==> config.mk <==
export PLATFORM = sky130hd
export DESIGN_NAME = alarm_match_unit
export DESIGN_NICKNAME = d
export VERILOG_FILES = /design/src/rtl/alm_pkg.sv /design/src/rtl/alm_regs.sv /design/src/rtl/alm_cmp.sv /design/src/rtl/alm_ctrl.sv /design/src/rtl/alarm_match_unit.sv
export SDC_FILE = /design/constraint.sdc
export NUM_CORES = 1
export LEC_CHECK = 0
export BUFFER_PORTS_ARGS = -buffer_cell sky130_fd_sc_hd__buf_2
export CAP_MARGIN = 10
export CORE_MARGIN = 4
export CORE_UTILIZATION = 52
export DETAILED_ROUTE_END_ITERATION = 12
export PLACE_DENSITY = 0.82
export SYNTH_ARGS = -nofsm -noshare
export SYNTH_HDL_FRONTEND = slang
export SYNTH_SLANG_ARGS = --single-unit
==> constraint.sdc <==
create_clock -name clk -period 2.8 [get_ports clk]
set_clock_uncertainty 0.05 [all_clocks]
set_input_delay 0.42 -clock clk [delete_from_list [all_inputs] [get_ports clk]]
set_output_delay 0.42 -clock clk [all_outputs]
set_load 0.1 [all_outputs]
==> src/rtl/alm_pkg.sv <==
package alm_pkg;
    localparam int DATA_W     = 8;
    localparam int ADDR_W     = 4;
    localparam int NUM_FIELDS = 4;

    // register addresses; alarm fields are consecutive from the base
    localparam int ADDR_CTRL  = 1;
    localparam int ADDR_ALM0  = 9;

    // bit positions decoded by software
    localparam int FLAG_BIT   = 3;
    localparam int AIE_BIT    = 1;
    localparam int DIS_BIT    = 7;

    localparam logic [DATA_W-1:0] ALM_RESET = DATA_W'(1 << DIS_BIT);
    localparam logic [DATA_W-1:0] SEC_MASK  = DATA_W'(8'h7f);

    // field index: 0 minute, 1 hour, 2 day, 3 weekday
    function automatic logic [DATA_W-1:0] field_mask(input int idx);
        case (idx)
            0:       field_mask = DATA_W'(8'h7f);
            1, 2:    field_mask = DATA_W'(8'h3f);
            default: field_mask = DATA_W'(8'h07);
        endcase
    endfunction

    typedef struct packed {
        logic flag;
        logic aie;
    } ctl_t;
endpackage

==> src/rtl/alm_regs.sv <==
module alm_regs #(
    parameter int DW = alm_pkg::DATA_W,
    parameter int AW = alm_pkg::ADDR_W,
    parameter int NF = alm_pkg::NUM_FIELDS
) (
    input  logic               clk,
    input  logic               rst_n,
    input  logic               wr_en,
    input  logic [AW-1:0]      addr,
    input  logic [DW-1:0]      wdata,
    output logic [NF-1:0][DW-1:0] alm_o
);
    typedef struct packed {
        logic [NF-1:0][DW-1:0] alm;
    } regs_t;

    regs_t regs_d, regs_q;

    always_comb begin
        regs_d = regs_q;
        for (int i = 0; i < NF; i++) begin
            if (wr_en && (addr == AW'(alm_pkg::ADDR_ALM0 + i))) begin
                regs_d.alm[i] = wdata;
            end
        end
    end

    always_ff @(posedge clk or negedge rst_n) begin
        if (!rst_n) begin
            regs_q <= {NF{alm_pkg::ALM_RESET}};
        end else begin
            regs_q <= regs_d;
        end
    end

    assign alm_o = regs_q.alm;
endmodule

==> src/rtl/alm_cmp.sv <==
module alm_cmp #(
    parameter int DW = alm_pkg::DATA_W,
    parameter int NF = alm_pkg::NUM_FIELDS
) (
    input  logic [NF-1:0][DW-1:0] alm_i,
    input  logic [NF-1:0][DW-1:0] cal_i,
    input  logic [DW-1:0]         cal_sec_i,
    input  logic                  sec_tick_i,
    output logic [NF-1:0]         fld_on_o,
    output logic                  hit_o
);
    logic [NF-1:0] fld_ok;
    logic          rollover;

    for (genvar g = 0; g < NF; g++) begin : g_field
        localparam logic [DW-1:0] MSK = DW'(alm_pkg::field_mask(g));
        assign fld_on_o[g] = ~alm_i[g][alm_pkg::DIS_BIT];
        assign fld_ok[g]   = ~fld_on_o[g] | ((alm_i[g] & MSK) == (cal_i[g] & MSK));
    end

    always_comb begin
        rollover = sec_tick_i && ((cal_sec_i & DW'(alm_pkg::SEC_MASK)) == '0);
        hit_o    = rollover && (&fld_ok) && (|fld_on_o);
    end
endmodule

==> src/rtl/alm_ctrl.sv <==
module alm_ctrl (
    input  logic clk,
    input  logic rst_n,
    input  logic ctl_wr,
    input  logic wr_flag,
    input  logic wr_aie,
    input  logic hit_i,
    output logic flag_o,
    output logic aie_o,
    output logic irq_n_o
);
    alm_pkg::ctl_t ctl_d, ctl_q;

    always_comb begin
        ctl_d = ctl_q;
        if (ctl_wr) begin
            ctl_d.aie = wr_aie;
            if (!wr_flag) begin
                ctl_d.flag = 1'b0;
            end
        end
        // a match overrides a clear in the same cycle
        if (hit_i) begin
            ctl_d.flag = 1'b1;
        end
    end

    always_ff @(posedge clk or negedge rst_n) begin
        if (!rst_n) begin
            ctl_q <= '0;
        end else begin
            ctl_q <= ctl_d;
        end
    end

    assign flag_o  = ctl_q.flag;
    assign aie_o   = ctl_q.aie;
    assign irq_n_o = ~(ctl_q.flag & ctl_q.aie);
endmodule

==> src/rtl/alarm_match_unit.sv <==
module alarm_match_unit #(
    parameter int DW = alm_pkg::DATA_W,
    parameter int AW = alm_pkg::ADDR_W
) (
    input  logic          clk,
    input  logic          rst_n,
    input  logic          sec_tick,
    input  logic [DW-1:0] cal_sec,
    input  logic [DW-1:0] cal_min,
    input  logic [DW-1:0] cal_hour,
    input  logic [DW-1:0] cal_day,
    input  logic [DW-1:0] cal_wday,
    input  logic          reg_wr,
    input  logic [AW-1:0] reg_addr,
    input  logic [DW-1:0] reg_wdata,
    output logic [DW-1:0] reg_rdata,
    output logic          alarm_irq_n
);
    localparam int NF = alm_pkg::NUM_FIELDS;

    logic [NF-1:0][DW-1:0] alm_q;
    logic [NF-1:0][DW-1:0] cal_vec;
    logic [NF-1:0]         fld_on;
    logic                  hit;
    logic                  ctl_wr;
    logic                  ctl_flag;
    logic                  ctl_aie;

    assign cal_vec = {cal_wday, cal_day, cal_hour, cal_min};
    assign ctl_wr  = reg_wr && (reg_addr == AW'(alm_pkg::ADDR_CTRL));

    alm_regs #(.DW(DW), .AW(AW), .NF(NF)) u_regs (
        .clk   (clk),
        .rst_n (rst_n),
        .wr_en (reg_wr),
        .addr  (reg_addr),
        .wdata (reg_wdata),
        .alm_o (alm_q)
    );

    alm_cmp #(.DW(DW), .NF(NF)) u_cmp (
        .alm_i      (alm_q),
        .cal_i      (cal_vec),
        .cal_sec_i  (cal_sec),
        .sec_tick_i (sec_tick),
        .fld_on_o   (fld_on),
        .hit_o      (hit)
    );

    alm_ctrl u_ctrl (
        .clk     (clk),
        .rst_n   (rst_n),
        .ctl_wr  (ctl_wr),
        .wr_flag (reg_wdata[alm_pkg::FLAG_BIT]),
        .wr_aie  (reg_wdata[alm_pkg::AIE_BIT]),
        .hit_i   (hit),
        .flag_o  (ctl_flag),
        .aie_o   (ctl_aie),
        .irq_n_o (alarm_irq_n)
    );

    always_comb begin
        reg_rdata = '0;
        if (reg_addr == AW'(alm_pkg::ADDR_CTRL)) begin
            reg_rdata[alm_pkg::FLAG_BIT] = ctl_flag;
            reg_rdata[alm_pkg::AIE_BIT]  = ctl_aie;
        end
        for (int i = 0; i < NF; i++) begin
            if (reg_addr == AW'(alm_pkg::ADDR_ALM0 + i)) begin
                reg_rdata = alm_q[i];
            end
        end
    end
endmodule

# ---- Word-level counts from Yosys, hierarchy flattened
# Index checks and enable logic that the tools add are counted.
dict set report op_classes {
  n_eq_ne 10
  n_mux 9
  n_bitwise 10
  n_reduce_logical 13
}
# operator n
set op_table {}
lappend op_table {{$mux 8} 4}
lappend op_table {{$eq 4x4->1 const B} 4}
lappend op_table {{$eq 6x6->1} 2}
lappend op_table {{$logic_and 1x1->1} 8}
lappend op_table {{$logic_not 8->1} 1}
lappend op_table {{$eq 7x7->1} 1}
lappend op_table {{$not 1->1} 5}
lappend op_table {{$eq 4x1->1 const B} 1}
lappend op_table {{$mux 1} 4}
lappend op_table {{$or 1x1->1} 4}
lappend op_table {{$reduce_and 4->1} 1}
lappend op_table {{$reduce_or 4->1} 1}
lappend op_table {{$eq 3x3->1} 1}
lappend op_table {{$mux 2} 1}
lappend op_table {{$ne 2x1->1 const B} 1}
lappend op_table {{$reduce_and 2->1} 1}
lappend op_table {{$reduce_bool 2->1} 1}
lappend op_table {{$and 1x1->1} 1}
dict set report word_totals {
  ff_bits 34
  out_inout_bits 9
}

# ---- Depth between registers and ports, before layout
# Gate-level depths: netlist of run 1.
dict set report logic_depth {
  depth_word 7
  ltp_mapped 6
}

# ---- Hierarchy
# From an unflattened synthesis of run 1, not the netlist that was laid out.
dict set report unflattened {
  hier_cells 158
  hier_area_um2 1955.6
}
# mod n_inst cells_each area_per_inst_um2 seq_area_each_um2
set by_module_without_submodules {}
lappend by_module_without_submodules {alm_regs 1 70 1258.7 805.8}
lappend by_module_without_submodules {alarm_match_unit 1 44 319.1 0.0}
lappend by_module_without_submodules {alm_cmp 1 38 295.3 0.0}
lappend by_module_without_submodules {alm_ctrl 1 6 82.6 50.0}

# ---- Worst setup path before layout of run 1
# OpenSTA, ideal clock, no wires.
dict set report synth_path {
  path_kind {input port to output port}
  from {input reg_addr[0]}
  to {output reg_rdata[1]}
  t_arrival_ps 2345
  required_ps 2330
  path_slack_ps -15
  cell_stages 5
  path_buffers 2
  path_cell_list {clkbuf_2 > buf_6 > nor2_1 > a21oi_1 > o22ai_1}
}
dict set report synth_via {
  elab_chain_len 6
}
# element line_no
set synth_lines {}
lappend synth_lines {{start, declared} alarm_match_unit.sv:14} ;# input logic [AW-1:0] reg_addr,
lappend synth_lines {{$eq 4x1->1} alarm_match_unit.sv:64} ;# if (reg_addr == AW'(alm_pkg::ADDR_CTRL)) begin
lappend synth_lines {{$mux 1} alarm_match_unit.sv:64}
lappend synth_lines {{$mux 8 (3 in series)} alarm_match_unit.sv:69} ;# if (reg_addr == AW'(alm_pkg::ADDR_ALM0 + i)) begin
lappend synth_lines {{$mux 8 *} alarm_match_unit.sv:69}
lappend synth_lines {{end, declared} alarm_match_unit.sv:16} ;# output logic [DW-1:0] reg_rdata,
# Mark *: on every way between the ends. The rest lies on a longest branch, timed or not.

# ---- Worst setup path after layout of run 1
dict set report layout_path {
  from {input reg_addr[0]}
  to {output reg_rdata[5]}
}
dict set report layout_via {
  elab_chain_len 5
}
# element line_no
set layout_lines {}
lappend layout_lines {{$eq 4x4->1} alarm_match_unit.sv:69}
lappend layout_lines {{$mux 8 (3 in series)} alarm_match_unit.sv:69}
lappend layout_lines {{$mux 8 *} alarm_match_unit.sv:69}
# Marked as above.

==> results of run 1 <==
per-layer routing:
layer  GRT usage, %  wire length (microns)  share of wire (%)  up-vias
met2          37.26                   2350                 48       66
met4          12.17                    139                2.8        0
met5              0                      0                  0        -
li1               -                      -                  -      712
met3          6.483                    374                7.6       13
met1          27.85                   2058                 42      735
final timing paths:
| path | start | endpoint | slack (ns) |
|---|---|---|---|
| worst max-delay path | reg_addr[0] | reg_rdata[5] | 0.42 |
| worst min-delay path | rst_n | u_regs.alm_o[29] | 0.15 |
| worst max register to register | u_regs.alm_o[3] | u_ctrl.flag_o | 1.12 |
| worst min register to register | u_regs.alm_o[14] | u_regs.alm_o[14] | 0.46 |
| max in group asynchronous | rst_n | u_regs.alm_o[16] | 2.07 |
| min in group clk | reg_wdata[6] | u_regs.alm_o[30] | 0.36 |
cell families after synthesis:
| group | synth area share, % |
|---|---|
| buffers and inverters | 1.559 |
| muxes | 24.89 |
| DFF | 44.44 |
| xor gates and xnor gates | 10.01 |
| AOI/OAI and AO/OA | 6.757 |
| and+or+nand+nor | 12.35 |
cell type report:
class / count / share of cell area (%)
multi-input combinational: 124 / 43.55
sequential: 34 / 35.42
timing repair buffer: 55 / 15.33
clock buffer: 8 / 3.314
tap: 46 / 2.382
worst max-delay path, stage by stage:
cell and delay (ns):
buf_2 0.16, buf_4 0.20, nor2_1 0.43, nand3_1 0.15, o21ai_0 0.09, and2_1 0.23, buf_12 0.20
per-stage QoR:
step / std cells / setup slack, ns / utilization (%) / power (mW) / cell area (sq um)
floorplan: 163 / 0.2978 / - / 1.020 / 1938
finish: 267 / 0.4249 / 70.19 / 1.515 / 2416
global placement: 259 / 0.4771 / 67.87 / 1.159 / 2336
global route: 267 / 0.3243 / 70.19 / 1.593 / 2416
detailed placement: 259 / 0.4256 / 67.87 / 1.177 / 2336
CTS: 267 / 0.4601 / 70.19 / 1.524 / 2416
state kept, by name, summed over array words and instances, names as in the netlist:
name           count
u_ctrl.aie_o       1
u_ctrl.flag_o      1
u_regs.alm_o      32
layout by cell type, fill, tap and decap left out, types with 2 or more instances in the layout:
cell	instances
mux2i_1	4
buf_12	6
nor3_1	2
o22ai_2	2
nand4_1	3
dfrtp_1	30
buf_4	2
mux2_2	39
nand3_1	8
a21oi_1	2
xnor2_1	13
nor4_1	3
clkbuf_8	5
nand2_1	3
buf_2	47
and2_1	6
nand4_2	2
nor2_1	4
o21ai_0	7
xor2_1	9
clkbuf_1	3
a22oi_1	6
dfstp_2	4
a31oi_1	2
power groups by stage:
stage                     Clock [mW]  Combinational, mW  Sequential, mW
final                          0.344              0.461           0.710
after global placement             0              0.450           0.709
after CTS                      0.352              0.464           0.708
after global routing           0.376              0.492           0.726
after floorplan                    0              0.329           0.691
after detailed placement           0              0.460           0.717
==> flow_summary.yaml, run 1 <==
placed_design:
  gp_routability_congestion: 0.9253
  place.detailed.hpwl_microns: 3591
  numPortBuffers: 53
worst_setup_path:
  timing.setup.critical_path_class: "primary input to primary output"
  crit_required_ns: 2.33
  crit_path_capture_type: "primary output"
  cp_max_fo: 9
  worst_ep_arrival_time_ns: 1.91
  startpoint_type: "primary input"
  worst-r2r-cell-count: 5
clock_network:
  cts_post_setup_buffers_inserted: 0
  tritoncts.num_buffers: 5
  tritoncts: "done"
  clk-insertion-delay-late_ns: 0.29
  cts.path.max_buffers: 2
  clk_tree_root_cell: "clkbuf_8"
  htree_num_levels: 2
  post_cts_resize_count: 0
  path_clk_slew_ns: 0.07
  ctsHoldBuffers: 0
  clkSinkCount: 34
outcome:
  result_of_the_run: "finished, final reports clean"
floorplan:
  ios: 65
  placement_rows: 21
  die_w_microns: 68.85
  core-area_sq_um: 3442
  die_y_microns: 68.85
  start_util_pct: 55.94
  die_area_sq_um: 4740
run:
  timing.max_cap.violations: 0
pwr:
  power_leakage_nw: 1.062
  max-vdd-ir-drop_uv: 433.9
  internal_power_mw: 1.024
  power.switching_fraction_pct: 32.41
  power_per_cell_area_nw_per_um2: 627.0
  combPwrFrac_pct: 30.4
  power.clock.fraction_pct: 22.7
  p_switching_mw: 0.4909
  p_seq_share_pct: 46.9
grt:
  grt_pass1_vias: 1517
  grt_antenna_before_repair: 0
  grt_max_degree: 35
  grt.total_usage_pct: 23.06
  globalRoute.totalOverflow: 0
  grt_pass1_wl_microns: 7465
synth:
  netlist_area_sq_um: 1926
  syn-mean-instance-area_sq_um: 11.81
  synth-warning-count: 0
  synth.most_common_cell: "mux2_2"
  synth-async-reset-ratio_pct: 100.0
  synth_common_cells: "mux2_2 (39), dfrtp_1 (30), xnor2_1 (13), xor2_1 (9), nand3_1 (8)"
  synthesis.nets: 219
  synth_edf_count: 0
  synth-seq-cells: 34
  synth.distinct_cells: 31
  synth_top_area_cell: "dfrtp_1"
  syn-instance-count: 163
  synthTopCellsByArea: "dfrtp_1 (39%), mux2_2 (23%), xnor2_1 (5.9%)"
  synth_top_area_share_pct: 38.99
  synth.yosys.seq_area_share_pct: 44.44
  synth-main-ff-cell: "dfrtp_1"
detailed_routing:
  drtAntennaViolNets: 0
  via_count: 1526
  post_drt_wl_per_cell_microns: 18.43
  wirelength_microns: 4922
  detail_route.iter0.violations: 126
  remaining_drc_errors: 0
  viasPerCell: 5.715
  dr.pass1.iters: 4
timing:
  final-hold-violation-count: 0
  timing.setup.tns_ns: 0
  final_worst_hold_slack_ns: 0.1545
  finalWorstPathRequiredPeriod_ns: 2.375
  slew-limit-headroom_pct: 49.32
  rsz0062_at_grt: "no"
  worst_slew_pin_slew_ns: 0.7602
  timing_max_transition_violations_final: 0
  clock.fmax_ghz: 0.4210
  fin_crit_sh_pct: 84.82
  report.final.setup_viol: 0
finish:
  fin_nets: 276
  layout.area.seq_sq_um: 855.8
  n_antenna_cell: 0
  final_layout_size_suffix_gt1_share_pct: 50.23
  multi_input_comb_area_sq_um: 1052
  layout-area-overhead-vs-synth_pct: 25.47
  fillCellCount: 270
min_path:
  hold_path.class: "primary input to async pin"
No activity file was read; power rests on OpenSTA's default activity.
==> run 2: changes to the inputs <==
--- a/config.mk
+++ b/config.mk
@@ -5,12 +5,13 @@
 export SDC_FILE = /design/constraint.sdc
 export NUM_CORES = 1
 export LEC_CHECK = 0
+export ABC_AREA = 1
 export BUFFER_PORTS_ARGS = -buffer_cell sky130_fd_sc_hd__buf_2
 export CAP_MARGIN = 10
 export CORE_MARGIN = 4
-export CORE_UTILIZATION = 52
+export CORE_UTILIZATION = 46
 export DETAILED_ROUTE_END_ITERATION = 12
-export PLACE_DENSITY = 0.82
+export PLACE_DENSITY = 0.76
 export SYNTH_ARGS = -nofsm -noshare
 export SYNTH_HDL_FRONTEND = slang
 export SYNTH_SLANG_ARGS = --single-unit
==> constraint.sdc (replaced) <==
create_clock -name clk -period 2.14 [get_ports clk]
set_clock_uncertainty 0.05 [all_clocks]
set_input_delay 0.321 -clock clk [delete_from_list [all_inputs] [get_ports clk]]
set_output_delay 0.321 -clock clk [all_outputs]
set_load 0.1 [all_outputs]
==> flow_summary.yaml, run 2 <==
outcome:
  result_of_the_run: "finished, final reports clean"
timing:
  worst_slew_pin_slew_ns: 0.7510
  fin_crit_sh_pct: 83.75
  finalWorstPathRequiredPeriod_ns: 1.792
  clock.fmax_ghz: 0.5579
  report.final.setup_viol: 0
  final_worst_hold_slack_ns: 0.04901
  timing.setup.tns_ns: 0
  rsz0062_at_grt: "no"
  final-hold-violation-count: 0
  slew-limit-headroom_pct: 49.94
  timing_max_transition_violations_final: 0
placed_design:
  gp_routability_congestion: 0.8283
  placed_instance_area_sq_um: 2535
  numPortBuffers: 53
  place.detailed.hpwl_microns: 3770
floorplan:
  die_area_sq_um: 5709
  die_y_microns: 75.56
  core-area_sq_um: 4384
  placement_rows: 24
  start_util_pct: 47.89
  ios: 65
  die_w_microns: 75.56
worst_setup_path:
  worstSetupStartpoint: "reg_addr[0]"
  cell_with_the_largest_stage_delay_on_the_worst_path: "buf_12"
  timing.critical_path.max_delay_family: "buffers and inverters"
  crit_required_ns: 1.77
  startpoint_type: "primary input"
  crit_chain: "buf_2 -> inv_2 -> nor2_2 -> nand2_2 -> inv_2 -> nand2_1 -> o21ai_0 -> a21oi_1 -> nand3_1 -> buf_12"
  worst_ep_arrival_time_ns: 1.42
  timing.setup.critical_path_class: "primary input to primary output"
  r2r-end: "u_ctrl.flag_o"
  crit_path_capture_type: "primary output"
  critical_path_cell_count: 10
  cp_slowest_stage_delay_ns: 0.21
  worst_setup_path_endpoint: "reg_rdata[1]"
  cp.buffers_inverters: 4
  rrSetupSlack_ns: 0.90
  worst-r2r-cell-count: 7
  cp_max_fo: 6
  regToRegStartpoint: "u_regs.alm_o[31]"
  critPathMostFrequentCell: "inv_2"
detailed_routing:
  detail_route.iter0.violations: 103
  remaining_drc_errors: 0
  via_count: 1934
  wirelength_microns: 4667
  dr.pass1.iters: 4
  post_drt_wl_per_cell_microns: 11.50
  viasPerCell: 4.764
  drtAntennaViolNets: 0
synth:
  synthTopCellsByArea: "dfrtp_1 (36%), nand2_1 (20%), inv_1 (8.8%)"
  synth-async-reset-ratio_pct: 100.0
  synth-main-ff-cell: "dfrtp_1"
  synth-seq-cells: 34
  synthesis.nets: 354
  synth_common_cells: "nand2_1 (112), inv_1 (49), dfrtp_1 (30), nor2_1 (19), o21ai_2 (16)"
  syn-mean-instance-area_sq_um: 7.045
  synth_top_area_cell: "dfrtp_1"
  synth_edf_count: 0
  synth.distinct_cells: 24
  synth.yosys.seq_area_share_pct: 40.76
  synth.most_common_cell: "nand2_1"
  netlist_area_sq_um: 2100
  syn-instance-count: 298
  synth-warning-count: 0
  synth_top_area_share_pct: 35.76
grt:
  grt.total_usage_pct: 18.12
  grt_antenna_before_repair: 0
  globalRoute.totalOverflow: 0
  grt_pass1_vias: 1818
  grt_pass1_wl_microns: 7783
  grt_max_degree: 35
clock_network:
  path_clk_slew_ns: 0.06
  clkSinkCount: 34
  cts_post_setup_buffers_inserted: 0
  clk-insertion-delay-late_ns: 0.28
  tritoncts: "done"
  cts.path.max_buffers: 2
  tritoncts.num_buffers: 5
  ctsHoldBuffers: 0
  htree_num_levels: 2
  clk_tree_root_cell: "clkbuf_8"
  post_cts_resize_count: 0
finish:
  n_antenna_cell: 0
  fin_nets: 410
  final_layout_size_suffix_gt1_share_pct: 28.53
  finish.instance_area_sq_um: 2611
  layout_commonest_cell: "nand2_1"
  layout-area-overhead-vs-synth_pct: 24.37
  mostFrequentLayoutCells: "nand2_1 (112), inv_1 (49), buf_2 (45)"
  largest_reg_flops: 32
pwr:
  power_per_cell_area_nw_per_um2: 723.9
  max-vdd-ir-drop_uv: 471.2
  power_leakage_nw: 1.430
min_path:
  hold_path.class: "primary input to async pin"
run:
  timing.max_cap.violations: 0
[run 2: logic make-up (layout without fill, tap and decap cells)]
family	count (synthesis)	count (layout)	synth area share, %
buf+inv	60	116	11.68
simple gates	155	155	30.93
compound gates	43	43	14.12
flops	34	34	40.76
xor+xnor	6	6	2.503
[run 2: worst min-delay path by stage]
stage | startpoint | endpoint | slack, ns | cells past startpoint
finish | rst_n | u_regs.alm_o[5] | 0.05 | 1
global route | rst_n | u_regs.alm_o[5] | 0.09 | 1
CTS | rst_n | u_regs.alm_o[5] | 0.06 | 1
detailed placement | rst_n | u_regs.alm_o[5] | 0.37 | 1
global placement | rst_n | u_regs.alm_o[5] | 0.37 | 1
floorplan | rst_n | u_ctrl.aie_o | -0.02 | 0
[run 2: area by class of cell]
| cell class | instances | area [sq um] |
|---|---|---|
| Tap cell | 52 | 65.06 |
| Multi-Input combinational cell | 204 | 1016 |
| Clock buffer | 7 | 76.32 |
| Timing Repair Buffer | 53 | 385.4 |
| Sequential cell | 34 | 855.8 |
| Inverter | 56 | 212.7 |
| Fill cell | 412 | 1773 |
[run 2: metrics by stage]
step / power (mW) / utilization, % / worst slack [ns] / std cells
2_1_floorplan: 1.281 / - / -0.3555 / 298
3_3_place_gp: 1.456 / 57.82 / 0.3767 / 399
3_5_place_dp: 1.472 / 57.82 / 0.3663 / 399
4_1_cts: 1.911 / 59.56 / 0.3687 / 406
5_1_grt: 2.022 / 59.56 / 0.2646 / 406
6_report: 1.890 / 59.56 / 0.3477 / 406
[run 2: metal layers]
layer	routed length, microns	vias up	share of wire, %	GRT usage [%]
li1	-	1023	-	-
met1	1932	847	41	21.91
met2	2330	59	50	32.02
met3	356	5	7.6	4.222
met4	47	0	1.0	5.437
met5	0	-	0	0
[run 2: where the power goes]
part / switching [mW] / internal (mW)
Sequential: 0.110 / 0.783
Clock: 0.210 / 0.224
Combinational: 0.334 / 0.230
Total: 0.654 / 1.24
